## src/rtl/tw_pkg.sv

```systemverilog
package tw_pkg;
  typedef struct packed {
    logic level;
    logic rise;
    logic fall;
  } line_ev_t;

  typedef enum logic {
    ROLE_MASTER = 1'b0,
    ROLE_SLAVE  = 1'b1
  } role_e;
endpackage

```

## src/rtl/tw_line_sync.sv

```systemverilog
module tw_line_sync
  import tw_pkg::*;
#(
  parameter int STAGES = 2
) (
  input  logic     clk,
  input  logic     rst,
  input  logic     din,
  output line_ev_t ev
);
  logic [STAGES-1:0] sh;
  logic              prev;

  generate
    if (STAGES == 1) begin : g_one
      always_ff @(posedge clk) begin
        if (rst) sh <= '1;
        else     sh <= din;
      end
    end else begin : g_chain
      always_ff @(posedge clk) begin
        if (rst) sh <= '1;
        else     sh <= {sh[STAGES-2:0], din};
      end
    end
  endgenerate

  always_ff @(posedge clk) begin
    if (rst) prev <= 1'b1;
    else     prev <= sh[STAGES-1];
  end

  assign ev.level = sh[STAGES-1];
  assign ev.rise  = sh[STAGES-1] & ~prev;
  assign ev.fall  = ~sh[STAGES-1] & prev;
endmodule

```

## src/rtl/tw_shifter.sv

```systemverilog
module tw_shifter
  import tw_pkg::*;
#(
  parameter int DATA_W = 8
) (
  input  logic              clk,
  input  logic              rst,
  input  line_ev_t          scl,
  input  logic              sda_level,
  input  logic              load,
  input  logic [DATA_W-1:0] load_data,
  output logic [DATA_W-1:0] data_q,
  output logic              sda_low
);
  localparam int MSB = DATA_W - 1;

  logic sampled_bit;

  always_ff @(posedge clk) begin
    if (rst)           sampled_bit <= 1'b1;
    else if (scl.rise) sampled_bit <= sda_level;
  end

  always_ff @(posedge clk) begin
    if (rst)           data_q <= '1;
    else if (load)     data_q <= load_data;
    else if (scl.fall) data_q <= {data_q[MSB-1:0], sampled_bit};
  end

  assign sda_low = ~data_q[MSB];
endmodule

```

## src/rtl/tw_edge_counter.sv

```systemverilog
module tw_edge_counter #(
  parameter int CNT_W = 4
) (
  input  logic             clk,
  input  logic             rst,
  input  logic             step,
  input  logic             preset,
  input  logic [CNT_W-1:0] preset_val,
  input  logic             ovf_clr,
  output logic [CNT_W-1:0] cnt_q,
  output logic             ovf_flag
);
  localparam logic [CNT_W-1:0] TOP = {CNT_W{1'b1}};

  logic wrap;
  assign wrap = step & ~preset & (cnt_q == TOP);

  always_ff @(posedge clk) begin
    if (rst)         cnt_q <= '0;
    else if (preset) cnt_q <= preset_val;
    else if (step)   cnt_q <= cnt_q + 1'b1;
  end

  always_ff @(posedge clk) begin
    if (rst)          ovf_flag <= 1'b0;
    else if (wrap)    ovf_flag <= 1'b1;
    else if (ovf_clr) ovf_flag <= 1'b0;
  end
endmodule

```

## src/rtl/tw_clk_ctrl.sv

```systemverilog
module tw_clk_ctrl
  import tw_pkg::*;
(
  input  logic     clk,
  input  logic     rst,
  input  role_e    role,
  input  logic     port_scl,
  input  line_ev_t scl,
  input  line_ev_t sda,
  input  logic     start_clr,
  input  logic     ovf_flag,
  output logic     start_flag,
  output logic     scl_low
);
  logic start_seen;
  logic hold_q;
  logic hold_next;

  assign start_seen = scl.level & sda.fall;

  always_ff @(posedge clk) begin
    if (rst)             start_flag <= 1'b0;
    else if (start_seen) start_flag <= 1'b1;
    else if (start_clr)  start_flag <= 1'b0;
  end

  assign hold_next = (role == ROLE_SLAVE) & (start_flag | ovf_flag) &
                     (hold_q | ~scl.level);

  always_ff @(posedge clk) begin
    if (rst) begin
      hold_q  <= 1'b0;
      scl_low <= 1'b0;
    end else begin
      hold_q  <= hold_next;
      scl_low <= (role == ROLE_MASTER) ? ~port_scl : hold_next;
    end
  end
endmodule

```

## src/rtl/tw_shift_unit.sv

```systemverilog
module tw_shift_unit
  import tw_pkg::*;
#(
  parameter int DATA_W      = 8,
  parameter int CNT_W       = 4,
  parameter int SYNC_STAGES = 2
) (
  input  logic              clk,
  input  logic              rst,
  input  logic              slave_mode,
  input  logic              port_scl,
  input  logic              scl_in,
  input  logic              sda_in,
  input  logic              data_wr,
  input  logic [DATA_W-1:0] data_wdata,
  input  logic              cnt_wr,
  input  logic [CNT_W-1:0]  cnt_wdata,
  input  logic              start_clr,
  input  logic              ovf_clr,
  output logic              scl_drive_low,
  output logic              sda_drive_low,
  output logic              scl_state,
  output logic [DATA_W-1:0] data_q,
  output logic [CNT_W-1:0]  cnt_q,
  output logic              start_flag,
  output logic              ovf_flag
);
  line_ev_t scl_ev;
  line_ev_t sda_ev;
  role_e    role;
  logic     edge_step;

  assign role      = slave_mode ? ROLE_SLAVE : ROLE_MASTER;
  assign edge_step = scl_ev.rise | scl_ev.fall;
  assign scl_state = scl_ev.level;

  tw_line_sync #(.STAGES(SYNC_STAGES)) u_scl_sync (
    .clk(clk), .rst(rst), .din(scl_in), .ev(scl_ev)
  );

  tw_line_sync #(.STAGES(SYNC_STAGES)) u_sda_sync (
    .clk(clk), .rst(rst), .din(sda_in), .ev(sda_ev)
  );

  tw_shifter #(.DATA_W(DATA_W)) u_shift (
    .clk(clk), .rst(rst), .scl(scl_ev), .sda_level(sda_ev.level),
    .load(data_wr), .load_data(data_wdata), .data_q(data_q),
    .sda_low(sda_drive_low)
  );

  tw_edge_counter #(.CNT_W(CNT_W)) u_cnt (
    .clk(clk), .rst(rst), .step(edge_step), .preset(cnt_wr),
    .preset_val(cnt_wdata), .ovf_clr(ovf_clr), .cnt_q(cnt_q),
    .ovf_flag(ovf_flag)
  );

  tw_clk_ctrl u_ctrl (
    .clk(clk), .rst(rst), .role(role), .port_scl(port_scl),
    .scl(scl_ev), .sda(sda_ev), .start_clr(start_clr),
    .ovf_flag(ovf_flag), .start_flag(start_flag), .scl_low(scl_drive_low)
  );
endmodule


```

## config.mk

```make
export PLATFORM = sky130hd
export DESIGN_NAME = tw_shift_unit
export DESIGN_NICKNAME = d
export VERILOG_FILES = /design/src/rtl/tw_pkg.sv /design/src/rtl/tw_line_sync.sv /design/src/rtl/tw_shifter.sv /design/src/rtl/tw_edge_counter.sv /design/src/rtl/tw_clk_ctrl.sv /design/src/rtl/tw_shift_unit.sv
export SDC_FILE = /design/constraint.sdc
export NUM_CORES = 1
export LEC_CHECK = 0
export BUFFER_PORTS_ARGS = -buffer_cell sky130_fd_sc_hd__buf_2
export CORE_ASPECT_RATIO = 0.75
export CORE_MARGIN = 1
export CORE_UTILIZATION = 53
export CTS_BUF_LIST = sky130_fd_sc_hd__clkbuf_4 sky130_fd_sc_hd__clkbuf_8
export DETAILED_ROUTE_END_ITERATION = 7
export PLACE_DENSITY = 0.86
export SYNTH_ARGS = -nofsm -noshare
export SYNTH_HDL_FRONTEND = slang
export SYNTH_HIERARCHICAL = 1
export SYNTH_SLANG_ARGS = --single-unit
```

## constraint.sdc

```tcl
create_clock -name clk -period 2.8 [get_ports clk]
set_clock_uncertainty 0.2 [all_clocks]
set_input_delay 0.28 -clock clk [delete_from_list [all_inputs] [get_ports clk]]
set_output_delay 0.28 -clock clk [all_outputs]
set_load 0.05 [all_outputs]
```

==> flow_metrics.tcl <==
set metrics [dict create \
    final.min_clock_period_ns 1.947 \
    firstDrtPassIters 4 \
    grt_max_degree 25 \
    rsz0062_at_grt "false" \
    powerDensity_nw_per_um2 531.9 \
    end_kind "flip-flop" \
    cts_made_buffers 3 \
    grt-ovfl-total 0 \
    seq_area_um2 460.4 \
    cts_root_buf "clkbuf_4" \
    slew_headroom_pct 70.48 \
    die-area_um2 2019 \
    place_ws_ns 0.8758 \
    diodes 0 \
    synthCells 96 \
    track_usage_pct 17.99 \
    finalHoldViolations 0 \
    fill_cells 148 \
    maxCapViolations 0 \
    clock_latency_ns 0.30 \
    gp_congestion 0.6986 \
    syn_area_um2 975.9 \
    wl_per_cell_um 11.66 \
    clkSinkCount 23 \
    cts.path.max_buffers 2 \
    vdd_drop_max_mv 0.4043 \
    initial_utilization_pct 56.60 \
    rows 13 \
    place_hpwl_mm 1.387 \
    numPortBuffers 38 \
    hold_class "in2reg" \
    max_slew.worst_pin.slew_ns 0.4428 \
    routed_wl_mm 1.831 \
    cts_tree "yes" \
    postCtsSetupBuffers 0 \
    worst_slack_ns 0.8527 \
    via_per_inst 4.987 \
    syn_area_per_cell_um2 10.17 \
    drc 0 \
    die_h_um 39.16 \
    p_leak_nw 0.5279 \
    tns_ns 0 \
    final_common_cell "buf_2" \
    die_w_um 51.55 \
    mostFrequentLayoutCells "buf_2 (38), dfxtp_1 (23), a21oi_1 (11), mux2i_1 (10), nor3b_1 (8)" \
    critPathLaunchType "flip-flop" \
    power_mw 0.6388 \
    max_freq_mhz 513.5 \
    dp_cells 151 \
    crit_arrival_ns 1.93 \
    layout-drive-gt1-share_pct 34.07 \
    nets 159 \
    cp_max_fo 9 \
    required_ns 2.79 \
    num_vias 783 \
    synth.net_count 119 \
    core-area_um2 1724 \
    grt_pass1_vias 585 \
    grt_pass1_wl_mm 2.573 \
    path_clk_slew_ns 0.12 \
    stdcell_count 157 \
    antenna_left 0 \
    first_iter_violations 13 \
    status "complete, no violations" \
    cts_max_level 1 \
    drv_slew 0 \
    multi_input_area_um2 457.9 \
    yosys_warnings 6 \
    pin_count 39 \
    finalSetupViolations 0 \
    critPathKind "reg2reg" \
    area_delta_synth_final_pct 23.08 \
    final_util_pct 69.67 \
    cts_resized 0 \
    antenna_found_initial 0 \
    finalCritPeriodShare_pct 69.55 \
]
[through the flow]
| step | hold WS (ns) | instance area [um2] |
|---|---|---|
| final | 0.01473 | 1201 |
| after CTS | 0.005008 | 1201 |
| after global placement | 0.1913 | 1151 |
| after floorplan | 0.1491 | 975.9 |
| after detailed placement | 0.2030 | 1151 |
| after global routing | 0.0003199 | 1201 |
[critical path: stages (launching register included)]
cell and delay [ns]:
dfxtp_1 0.36, and2b_1 0.48, or2_1 0.27, mux2_2 0.35
mux2i_1 0.12, nor2_1 0.05
[routing by layer]
metal,track usage [%],vias to the layer above,share of wire (%)
li1,-,409,-
met5,0,-,0
met1,23.24,357,48
met2,30.19,17,47
met4,2.027,0,0
met3,5.882,0,4.9
[area by class of cell]
class | count | share of cell area (%)
Tap cell | 22 | 2.292
Sequential cell | 23 | 38.33
Multi-Input combinational cell | 64 | 38.13
Inverter | 4 | 1.250
Timing Repair Buffer | 40 | 17.50
Clock buffer | 4 | 2.500
[report_power, final]
part	internal, mW	switching, mW	total [mW]
Combinational	0.0444	0.0833	0.128
Clock	0.0652	0.0904	0.156
Sequential	0.344	0.0117	0.355
Total	0.453	0.185	0.639
[final timing paths]
check	from	end	slack [ns]	cells past startpoint
setup / recovery	u_scl_sync/sh[1]$_SDFF_PP1_	u_cnt/cnt_q[1]$_SDFFE_PP0P_	0.85	5
hold / removal	cnt_wdata[0]	u_cnt/cnt_q[0]$_SDFFE_PP0P_	0.01	3
setup reg to reg	u_scl_sync/sh[1]$_SDFF_PP1_	u_cnt/cnt_q[1]$_SDFFE_PP0P_	0.85	5
hold reg to reg	u_scl_sync/sh[0]$_SDFF_PP1_	u_scl_sync/sh[1]$_SDFF_PP1_	0.23	1
[state kept, by name, summed over array words and instances, names as in the netlist, 2 cells and up]
signal / cells
u_scl_sync/sh: 2
u_cnt/cnt_q: 4
u_shift/data_q: 8
u_sda_sync/sh: 2
[what timing repair did]
item	4_1_cts	5_1_grt
endpoints found under the hold margin	2	0
hold buffers	2	0
endpoints found under the setup margin	0	0
Power figures use the tool's default switching activity.
